**src/rtl/baud_pkg.sv**
```systemverilog
package baud_pkg;
    localparam int CW = 6;
    localparam logic [2:0] CODE_EXT = 3'b111;

    typedef struct packed {
        logic [2:0] speed;
        logic       presc30;
        logic       ratio64;
        logic       par_odd;
    } ctrl_t;

    localparam ctrl_t CTRL_RST = '{speed: 3'b111, presc30: 1'b0, ratio64: 1'b0, par_odd: 1'b0};
endpackage

```
**src/rtl/bcg_prescaler.sv**
```systemverilog
module bcg_prescaler #(
    parameter int LO = 10,
    parameter int HI = 30
) (
    input  logic clk,
    input  logic rst_n,
    input  logic clr,
    input  logic sel_hi,
    output logic tick
);
    localparam int W = $clog2(HI);

    logic [W-1:0] cnt_d, cnt_q;
    logic [W-1:0] last;

    always_comb begin
        last  = sel_hi ? W'(HI - 1) : W'(LO - 1);
        tick  = !clr && (cnt_q == last);
        cnt_d = cnt_q + 1'b1;
        if (clr || tick || cnt_q > last) cnt_d = '0;
    end

    always_ff @(posedge clk) begin
        if (!rst_n) cnt_q <= '0;
        else        cnt_q <= cnt_d;
    end

    // the count never passes the top of the larger ratio
    a_r4_cnt_in_range: assert property (@(posedge clk) disable iff (!rst_n)
        cnt_q <= W'(HI - 1));
endmodule

```
**src/rtl/bcg_pow2_div.sv**
```systemverilog
module bcg_pow2_div #(
    parameter int CW = 6,
    parameter int SW = $clog2(CW + 1)
) (
    input  logic          clk,
    input  logic          rst_n,
    input  logic          clr,
    input  logic          in_tick,
    input  logic [SW-1:0] shift,
    output logic          fire
);
    logic [CW-1:0] cnt_d, cnt_q;
    logic [CW-1:0] mask;

    always_comb begin
        mask  = ~({CW{1'b1}} << shift);
        fire  = !clr && in_tick && ((cnt_q & mask) == mask);
        cnt_d = cnt_q;
        if (clr)          cnt_d = '0;
        else if (in_tick) cnt_d = cnt_q + 1'b1;
    end

    always_ff @(posedge clk) begin
        if (!rst_n) cnt_q <= '0;
        else        cnt_q <= cnt_d;
    end

    // a fire can only come from an input tick
    a_r5_fire_needs_tick: assert property (@(posedge clk) disable iff (!rst_n)
        fire |-> in_tick);
endmodule

```
**src/rtl/bcg_edge_sync.sv**
```systemverilog
module bcg_edge_sync (
    input  logic clk,
    input  logic rst_n,
    input  logic async_in,
    output logic rise
);
    logic [2:0] sh_d, sh_q;

    always_comb begin
        sh_d = {sh_q[1:0], async_in};
        rise = sh_q[1] && !sh_q[2];
    end

    always_ff @(posedge clk) begin
        if (!rst_n) sh_q <= '0;
        else        sh_q <= sh_d;
    end

    // a rising edge lasts exactly one cycle
    a_r8_rise_single: assert property (@(posedge clk) disable iff (!rst_n)
        rise |=> !rise);
endmodule

```
**src/rtl/baud_clkgen.sv**
```systemverilog
module baud_clkgen
    import baud_pkg::*;
#(
    parameter int PRE_LO = 10,
    parameter int PRE_HI = 30
) (
    input  logic       clk,
    input  logic       rst_n,
    input  logic       wr_en,
    input  logic [7:0] wr_data,
    output logic [7:0] rd_data,
    input  logic       ext_clk,
    input  logic       cts_in,
    input  logic       txbuf_empty,
    output logic       tx_empty,
    output logic       parity_odd,
    output logic       sample_en,
    output logic       baud_en
);
    localparam int SW = $clog2(CW + 1);

    typedef struct packed {
        ctrl_t ctrl;
        logic  sample;
        logic  baud;
    } state_t;

    state_t        st_d, st_q;
    logic          pre_tick, spd_fire, ext_rise, sample_fire, baud_fire;
    logic [SW-1:0] spd_shift, rat_shift;

    bcg_prescaler #(.LO(PRE_LO), .HI(PRE_HI)) i_pre (
        .clk(clk), .rst_n(rst_n), .clr(wr_en),
        .sel_hi(st_q.ctrl.presc30), .tick(pre_tick)
    );

    bcg_pow2_div #(.CW(CW), .SW(SW)) i_speed (
        .clk(clk), .rst_n(rst_n), .clr(wr_en), .in_tick(pre_tick),
        .shift(spd_shift), .fire(spd_fire)
    );

    bcg_edge_sync i_ext (
        .clk(clk), .rst_n(rst_n), .async_in(ext_clk), .rise(ext_rise)
    );

    bcg_pow2_div #(.CW(CW), .SW(SW)) i_ratio (
        .clk(clk), .rst_n(rst_n), .clr(wr_en), .in_tick(sample_fire),
        .shift(rat_shift), .fire(baud_fire)
    );

    always_comb begin
        spd_shift   = SW'(st_q.ctrl.speed);
        rat_shift   = st_q.ctrl.ratio64 ? SW'(6) : SW'(4);
        sample_fire = (st_q.ctrl.speed == CODE_EXT) ? (ext_rise && !wr_en) : spd_fire;

        st_d        = st_q;
        st_d.sample = sample_fire;
        st_d.baud   = baud_fire;
        if (wr_en) begin
            st_d.ctrl = ctrl_t'(wr_data[5:0]);
        end
    end

    always_ff @(posedge clk) begin
        if (!rst_n) st_q <= '{ctrl: CTRL_RST, sample: 1'b0, baud: 1'b0};
        else        st_q <= st_d;
    end

    assign rd_data    = {2'b00, st_q.ctrl.speed, cts_in, st_q.ctrl.ratio64, st_q.ctrl.par_odd};
    assign tx_empty   = txbuf_empty & ~cts_in;
    assign parity_odd = st_q.ctrl.par_odd;
    assign sample_en  = st_q.sample;
    assign baud_en    = st_q.baud;

    // the bit-rate enable only comes with a sampling enable
    a_r6_baud_on_sample: assert property (@(posedge clk) disable iff (!rst_n)
        baud_en |-> sample_en);
    // a high clear-to-send pin masks the empty flag
    a_r3_tx_gated: assert property (@(posedge clk) disable iff (!rst_n)
        cts_in |-> !tx_empty);
    // prescale read position follows the pin
    a_r2_cts_readback: assert property (@(posedge clk) disable iff (!rst_n)
        rd_data[2] == cts_in);
    // the parity sense follows the written value
    a_r7_parity_follows: assert property (@(posedge clk) disable iff (!rst_n)
        wr_en |=> parity_odd == $past(wr_data[0]));
    // in external mode no sample pulse appears without an edge
    a_r8_ext_only: assert property (@(posedge clk) disable iff (!rst_n)
        (st_q.ctrl.speed == CODE_EXT && !ext_rise) |=> !sample_en);
    // the upper read bits are always zero
    a_r10_hi_zero: assert property (@(posedge clk) disable iff (!rst_n)
        rd_data[7:6] == 2'b00);
endmodule

```
**config.mk**
```make
export PLATFORM = sky130hd
export DESIGN_NAME = baud_clkgen
export DESIGN_NICKNAME = d
export VERILOG_FILES = /design/src/rtl/baud_pkg.sv /design/src/rtl/bcg_prescaler.sv /design/src/rtl/bcg_pow2_div.sv /design/src/rtl/bcg_edge_sync.sv /design/src/rtl/baud_clkgen.sv
export SDC_FILE = /design/constraint.sdc
export NUM_CORES = 1
export LEC_CHECK = 0
export ABC_AREA = 1
export BUFFER_PORTS_ARGS = -buffer_cell sky130_fd_sc_hd__buf_2
export CELL_PAD_IN_SITES_DETAIL_PLACEMENT = 0
export CELL_PAD_IN_SITES_GLOBAL_PLACEMENT = 1
export CORE_UTILIZATION = 39
export CTS_CLUSTER_SIZE = 25
export DETAILED_ROUTE_END_ITERATION = 6
export HOLD_SLACK_MARGIN = 0.1
export PLACE_DENSITY = 0.78
export RECOVER_POWER = 100
export SETUP_SLACK_MARGIN = 0.15
export SLEW_MARGIN = 20
export SYNTH_ARGS = -nofsm -noshare
export SYNTH_HDL_FRONTEND = slang
export SYNTH_SLANG_ARGS = --single-unit
```
**constraint.sdc**
```tcl
create_clock -name clk -period 2.01 [get_ports clk]
set_input_delay 0.402 -clock clk [delete_from_list [all_inputs] [get_ports clk]]
set_output_delay 0.402 -clock clk [all_outputs]
set_load 0.01 [all_outputs]
```
Word-level counts from Yosys, hierarchy flattened
Cells that the tools add are included.
- reductions and logical operators: 13
- shift-type cells: 2
- multiplexer cells: 3
- add/subtract/negate cells: 3
- magnitude comparators: 1
- eq/ne operators: 4
- bitwise operators: 7
- operators by type and width (kind ; count):
    6-bit by 1-bit adder with 6-bit output, second input constant ; 2
    6-bit AND ; 2
    6-bit == test ; 2
    6-bit inverter ; 2
    6-bit by 3-bit left shift with 6-bit output, first input constant ; 2
    1-bit logical AND ; 7
    5-bit by 1-bit adder with 5-bit output, second input constant ; 1
    5-bit == test ; 1
    5-bit greater-than comparator ; 1
    5-bit 2-to-1 mux ; 1
    2-bit OR reduction ; 2
    3-bit == test, second input constant ; 1
    1-bit logical NOT ; 2
    1-bit logical OR ; 2
    2-bit 2-to-1 mux ; 1
    1-bit inverter ; 2
    1-bit AND ; 1
    1-bit 2-to-1 mux ; 1
- word-level logic and storage cells: 43
- output and inout bits: 12
- bits in registers: 28
- bits of input ports: 14

Depth between registers and ports, before layout
Gate-level depths: netlist of the first run.
- depth after elaboration: 8
- depth in mapped cells: 11

Hierarchy
A second synthesis of the first run with hierarchy kept.
- cell total of the unflattened synthesis: 205
- area total of the unflattened synthesis: 1482.7 um^2
- by module, submodules not included (module ; cells each ; sequential area each (um^2) ; area an instance (um^2) ; times used):
    bcg_pow2_div ; 54 ; 120.1 ; 362.8 ; 2
    baud_clkgen ; 52 ; 160.2 ; 395.4 ; 1
    bcg_prescaler ; 34 ; 100.1 ; 269.0 ; 1
    bcg_edge_sync ; 11 ; 60.1 ; 92.6 ; 1

Worst setup path after synthesis of the first run
No wires, ideal clock.
- path kind: flip-flop to flip-flop
- start: reg st_q[4] in the netlist's numbering
- end: reg i_ratio.cnt_q[2]
- arrival time: 1.333 ns
- clock period less this slack: 1.446 ns
- stages on the path, launching flop included: 12
- slack: 0.564 ns
- library setup time: 0.113 ns
- data required time: 1.897 ns
- cells stage by stage: dfxtp_1 inv_1 ha_1 nand2_2 nor2_4 nand2_4 nor2_4 nand2_4 nand2_4 nand2_1 nand2_1 nor2_1
- cells in the longest elaborated chain, start to end: 6
- ends and longest elaborated chain (item ; RTL line ; text):
    start: declaration ; baud_clkgen.sv:28 ; state_t st_d, st_q;
    start signal: assignment ; baud_clkgen.sv:65 ; if (!rst_n) st_q <= '{ctrl: CTRL_RST, sample: 1'b0, baud: 1'b0};
    start signal: assignment ; baud_clkgen.sv:66 ; else st_q <= st_d;
    5-bit 2-to-1 mux ; bcg_prescaler.sv:17 ; last = sel_hi ? W'(HI - 1) : W'(LO - 1);
    5-bit == test ; bcg_prescaler.sv:18 ; tick = !clr && (cnt_q == last);
    1-bit logical AND ; bcg_prescaler.sv:18 ;
    1-bit logical AND (2 in a row) ; bcg_pow2_div.sv:17 ; fire = !clr && in_tick && ((cnt_q & mask) == mask);
    1-bit 2-to-1 mux ; baud_clkgen.sv:54 ; sample_fire = (st_q.ctrl.speed == CODE_EXT) ? (ext_rise && !wr_en) : spd_fire;
    end signal: assignment ; bcg_pow2_div.sv:25 ; else cnt_q <= cnt_d;
    end: declaration ; bcg_pow2_div.sv:12 ; logic [CW-1:0] cnt_d, cnt_q;
Every way passes these cells.
A chain may end at the register's enable or synchronous reset.

Worst setup path in the final report of the first run
- start: reg st_q[4] in the netlist's numbering
- end: reg i_ratio.cnt_q[0]
The elaborated chain is that of the path after synthesis.

==> results of run 1 <==
-- registers in the layout, summed over array words and instances (netlist names) --
register and count:
st_q 1, i_ratio.cnt_q 6, i_pre.cnt_q 5, baud_en 1, parity_odd 1, i_ext.sh_q 3
spd_shift 3, rd_data 1, i_speed.cnt_q 6, sample_en 1
-- Yosys cell counts (all sizes together) --
master	instances
nand2	38
o21a	1
nor2	28
nand3	9
inv	15
nand4	2
dfxtp	28
a21oi	10
o21ai	12
nor3b	1
xnor2	2
conb	1
a21boi	1
nand3b	2
clkinv	1
buf	7
xor2	5
nor3	1
ha	6
nor4	1
-- power by group --
| part | leakage [nW] | switching, W | internal (W) |
|---|---|---|---|
| sequential | 0.228 | 0.0000132 | 0.000569 |
| clock | 0.0210 | 0.000157 | 0.000111 |
| combinational | 0.403 | 0.0000501 | 0.0000323 |
-- layout make-up --
cell class,count,area (um^2)
well taps,44,55.1
flip-flops and latches,28,561
multi-input cells,121,656
repair buffers,22,98.8
clock buffers,4,36.3
inverters,16,60.1
fillers,350,1660
-- stage by stage --
stage          util (%)  power, W  cells  setup slack (ns)
2_1_floorplan         -  0.000655    172             0.564
3_3_place_gp       46.4  0.000679    231             0.468
3_5_place_dp       46.4  0.000682    231             0.427
4_1_cts            47.6  0.000956    235             0.418
5_1_grt            46.9  0.000991    235             0.143
6_report           46.9  0.000932    235             0.366
-- per-layer routing --
metal  GRT usage, %  up-vias  share of wire, %
met2           20.7       22                43
met5              0        -                 0
met1           21.0      464                52
met3           1.95        2               4.3
li1               -      580                 -
met4           6.98        0              0.75
-- final timing paths --
kind,start,to,slack [ns],cells after the start
min,ext_clk,i_ext.sh_q[0],0.25,3
max,st_q[4],i_ratio.cnt_q[0],0.37,11
min reg2reg,i_ext.sh_q[0],i_ext.sh_q[1],0.44,2
max reg2reg,st_q[4],i_ratio.cnt_q[0],0.37,11
-- cell families (layout without fill, tap and decap cells) --
group | Yosys count | after routing | synth area share, %
compound gates | 24 | 24 | 9.73
flops | 28 | 28 | 42.3
other cells | 1 | 2 | 0.283
fa+ha+maj | 6 | 6 | 5.67
buf+inv | 23 | 42 | 7.93
xor+xnor | 7 | 7 | 4.63
simple gates | 82 | 82 | 29.5
-- critical path: stages, from the launching register on --
cell and delay, ns:
dfxtp_1 0.34, inv_1 0.06, ha_1 0.28, nand2_2 0.07
nor2_4 0.15, nand2_1 0.17, nor2_4 0.16, nand2_4 0.09
nand2_4 0.10, nand2_1 0.06, nand2_1 0.06, nor2_1 0.04
==> flow_summary_export.csv, run 1 <==
group,metric,value,unit
sta,slew_headroom,64.0,%
cells_and_area,area_delta_synth_final,10.7,%
logic_synthesis,synth_area_leaders,"dfxtp_1, nand2_1, nor2_1, ha_1, a21oi_1",
place,gp_congestion,0.754,
power,p_leak,0.652,nW
setup_path,start_kind,"register",
clock_network,cts_resized,0,
place,hpwl,1770,um
min_path,hold_class,"primary input to register",
grt,antenna_found_initial,0,
setup_path,critPathCaptureType,"register",
floorplan,core_area,3130,um^2
setup_path,critPathRequiredTime,2.25,ns
grt,grt-ovfl-total,0,
grt,grt_pass1_vias,909,
clock_network,cts_buffers,3,
drt,dr_total_vias,1068,
drt,vias_per_cell,4.54,
clock_network,htreeDepth,1,
sta,fin_skew,0.00755,ns
clock_network,clockBufferDepth,2,
floorplan,dieArea,3630,um^2
floorplan,die_height,60.3,um
setup_path,crit_fanout,8,
power,irDropWorstVdd,0.000315,V
job,maxCapViolCount,0,
logic_synthesis,yosysWarnings,0,
drt,wl_per_cell,9.65,um
sta,fin_tns_setup,0,ns
cells_and_area,layout_common_cells,"nand2_1, dfxtp_1, nor2_1",
floorplan,rows,20,
sta,timing.hold.ws,0.251,ns
setup_path,cp.arrival,1.88,ns
place,portBuffers,21,
drt,route.antenna.remaining_nets,0,
setup_path,critical_path_class,"register to register",
grt,grt_max_degree,16,
sta,min_period,1.64,ns
sta,rsz0062_at_grt,"no",
clock_network,cts_tree,"built",
cells_and_area,final_common_cell,"nand2_1",
grt,grt_usage,14.5,%
logic_synthesis,synth_cells,171,
floorplan,ios,26,
cells_and_area,nNetsFinal,212,
place,postPlaceCellArea,1450,um^2
logic_synthesis,yosys_register_bits,28,
sta,setup_viol,0,
clock_network,clkLatencyLatePin,0.32,ns
sta,max_freq,608,MHz
logic_synthesis,yosysSeqAreaShare,42.3,%
cells_and_area,diodes,0,
logic_synthesis,yosysTopAreaCellShare,42.3,%
clock_network,cts_setup_buffers,0,
grt,grt_pass1_wl,3920,um
sta,finalCritPeriodShare,81.8,%
sta,hold_viol_final,0,
outcome,status,"complete, no violations",
floorplan,initial_utilization,42.4,%
logic_synthesis,synth_cell_type_count,28,
logic_synthesis,netlist_area,1330,um^2
power,power_density,636,nW/um^2
drt,dr.pass1.iters,4,
floorplan,die_w,60.3,um
clock_network,path_clk_slew,0.15,ns
drt,drc,0,
logic_synthesis,yosysTopAreaCell,"dfxtp_1",
logic_synthesis,syn_avg_cell_area,7.75,um^2
drt,drt_iter0_drc,43,
cells_and_area,final_area,1470,um^2
drt,wl,2270,um
clock_network,clock-sinks,28,
clock_network,ctsHoldBuffers,0,
sta,slew_violations,0,
cells_and_area,drive_gt1_share,13.1,%
sta,worst_pin_slew,0.534,ns
clock_network,root_buffer,"clkbuf_4",
No activity file was read; power rests on OpenSTA's default activity.
==> run 2, diff against run 1 <==
Settings changed: CORE_UTILIZATION 39 to 35, PLACE_DENSITY 0.78 to 0.74.
Clock period 2.01 ns to 1.4 ns, I/O delays scaled along.
==> flow_summary_export.csv, run 2 (synthesized netlist as in run 1, its figures left out) <==
group,metric,value,unit
outcome,violations,"negative setup slack",
setup_path,critPathRequiredTime,1.58,ns
drt,route.antenna.remaining_nets,0,
setup_path,r2r_cells,10,
place,pre_cts_slack,-0.0959,ns
place,portBuffers,21,
grt,grt_max_degree,17,
drt,wl_per_cell,10.3,um
cells_and_area,diodes,0,
sta,min_period,1.50,ns
outcome,status,"finished with violations",
sta,hold_viol_final,0,
floorplan,initial_utilization,38.2,%
drt,dr.pass1.iters,4,
power,irDropWorstVdd,0.000449,V
cells_and_area,nNetsFinal,227,
place,dp_cells,241,
clock_network,clock-sinks,28,
clock_network,cts_tree,"built",
power,p_leak,0.777,nW
floorplan,core_area,3470,um^2
sta,fin_ws,-0.102,ns
drt,drc,0,
sta,timing.hold.ws,0.178,ns
drt,drt_iter0_drc,29,
cells_and_area,nFillCells,352,
floorplan,die_w,63.5,um
setup_path,crit_fanout,3,
min_path,hold_end,"i_ext.sh_q[0]",
power,power_density,942,nW/um^2
sta,slew_violations,0,
sta,finalCritPeriodShare,107,%
cells_and_area,layout_common_cells,"nand2_1, dfxtp_1, nor2_1",
setup_path,timing.rr.start,"st_q[4]",
drt,dr_total_vias,1130,
min_path,worstHoldStart,"ext_clk",
setup_path,start_kind,"register",
power,p_total,0.00163,W
clock_network,clkLatencyLatePin,0.28,ns
min_path,holdPathStages,3,
cells_and_area,final_common_cell,"nand2_1",
grt,grt_pass1_wl,4330,um
clock_network,clockBufferDepth,2,
place,hpwl,1860,um
drt,wl,2600,um
setup_path,r2r-end,"i_speed.cnt_q[3]",
job,maxCapViolCount,0,
grt,antenna_found_initial,0,
cells_and_area,drive_gt1_share,27.7,%
place,gp_congestion,0.712,
floorplan,die_height,63.5,um
sta,setup_viol,19,
cells_and_area,top_regs,"i_ratio.cnt_q x6, i_speed.cnt_q x6, i_pre.cnt_q x5",
sta,max_freq,666,MHz
grt,grt_usage,13.8,%
clock_network,htreeDepth,1,
setup_path,critPathCaptureType,"register",
clock_network,cts_buffers,3,
cells_and_area,fin_cells,252,
floorplan,dieArea,4040,um^2
cells_and_area,area_delta_synth_final,30.2,%
sta,fin_tns_setup,-0.895,ns
setup_path,critical_path_class,"register to register",
sta,rsz0062_at_grt,"yes",
setup_path,cp.arrival,1.68,ns
grt,grt-ovfl-total,0,
clock_network,path_clk_slew,0.10,ns
cells_and_area,multi_input_area,756,um^2
setup_path,reg2reg_slack,-0.10,ns
grt,grt_pass1_vias,1033,
cells_and_area,seqCellArea,563,um^2
floorplan,rows,21,
floorplan,ios,26,
clock_network,root_buffer,"clkbuf_8",
min_path,hold_class,"primary input to register",
drt,vias_per_cell,4.48,
sta,fin_skew,0.00680,ns
[run 2: worst max-delay path: stages (launching register included)]
cell     delay, ns
dfxtp_2       0.36
inv_4         0.05
ha_4          0.27
nand2_4       0.05
nor2_4        0.13
nand2_4       0.08
buf_4         0.14
inv_4         0.05
nand4_1       0.09
o21ai_1       0.14
a21oi_1       0.05
[run 2: layout make-up]
type | instances | area share, %
Multi-Input combinational cell | 121 | 43.8
Tap cell | 46 | 3.34
Inverter | 16 | 3.77
Timing Repair Buffer | 37 | 12.3
Clock buffer | 3 | 2.39
Clock inverter | 1 | 1.74
Sequential cell | 28 | 32.6
[run 2: through the flow]
stage	util [%]	area, um^2
final	49.7	1730
after global routing	49.7	1730
after detailed placement	44.6	1550
after CTS	48.6	1690
after floorplan	-	1360
after global placement	44.6	1550
[run 2: how the worst max path moves through the flow]
| stage | endpoint | startpoint | slack, ns | depth (start not counted) |
|---|---|---|---|---|
| after CTS | i_ratio.cnt_q[4] | st_q[4] | -0.12 | 11 |
| after floorplan | i_ratio.cnt_q[2] | st_q[4] | -0.001 | 11 |
| final | i_speed.cnt_q[3] | st_q[4] | -0.10 | 10 |
| after detailed placement | i_ratio.cnt_q[4] | st_q[4] | -0.1 | 11 |
| after global placement | i_ratio.cnt_q[0] | st_q[4] | -0.06 | 11 |
| after global routing | i_ratio.cnt_q[0] | st_q[4] | -0.18 | 11 |
[run 2: what timing repair did]
item,CTS,global route
pin swaps,4,2
setup endpoints to repair,17,20
setup buffers,5,2
hold buffers,0,0
gates cloned,0,0
resized for setup,8,9
[run 2: per-layer routing]
metal	global-route usage (%)	wire length, um	up-vias
met5	0	0	-
met4	7.67	43	0
met3	2.90	75	4
met2	23.0	1210	15
met1	16.2	1270	504
li1	-	-	607
[run 2: where the power goes]
part / total, W / switching, W / internal, W
clock: 0.000638 / 0.000255 / 0.000383
combinational: 0.000152 / 0.0000859 / 0.0000659
sequential: 0.000835 / 0.0000180 / 0.000817
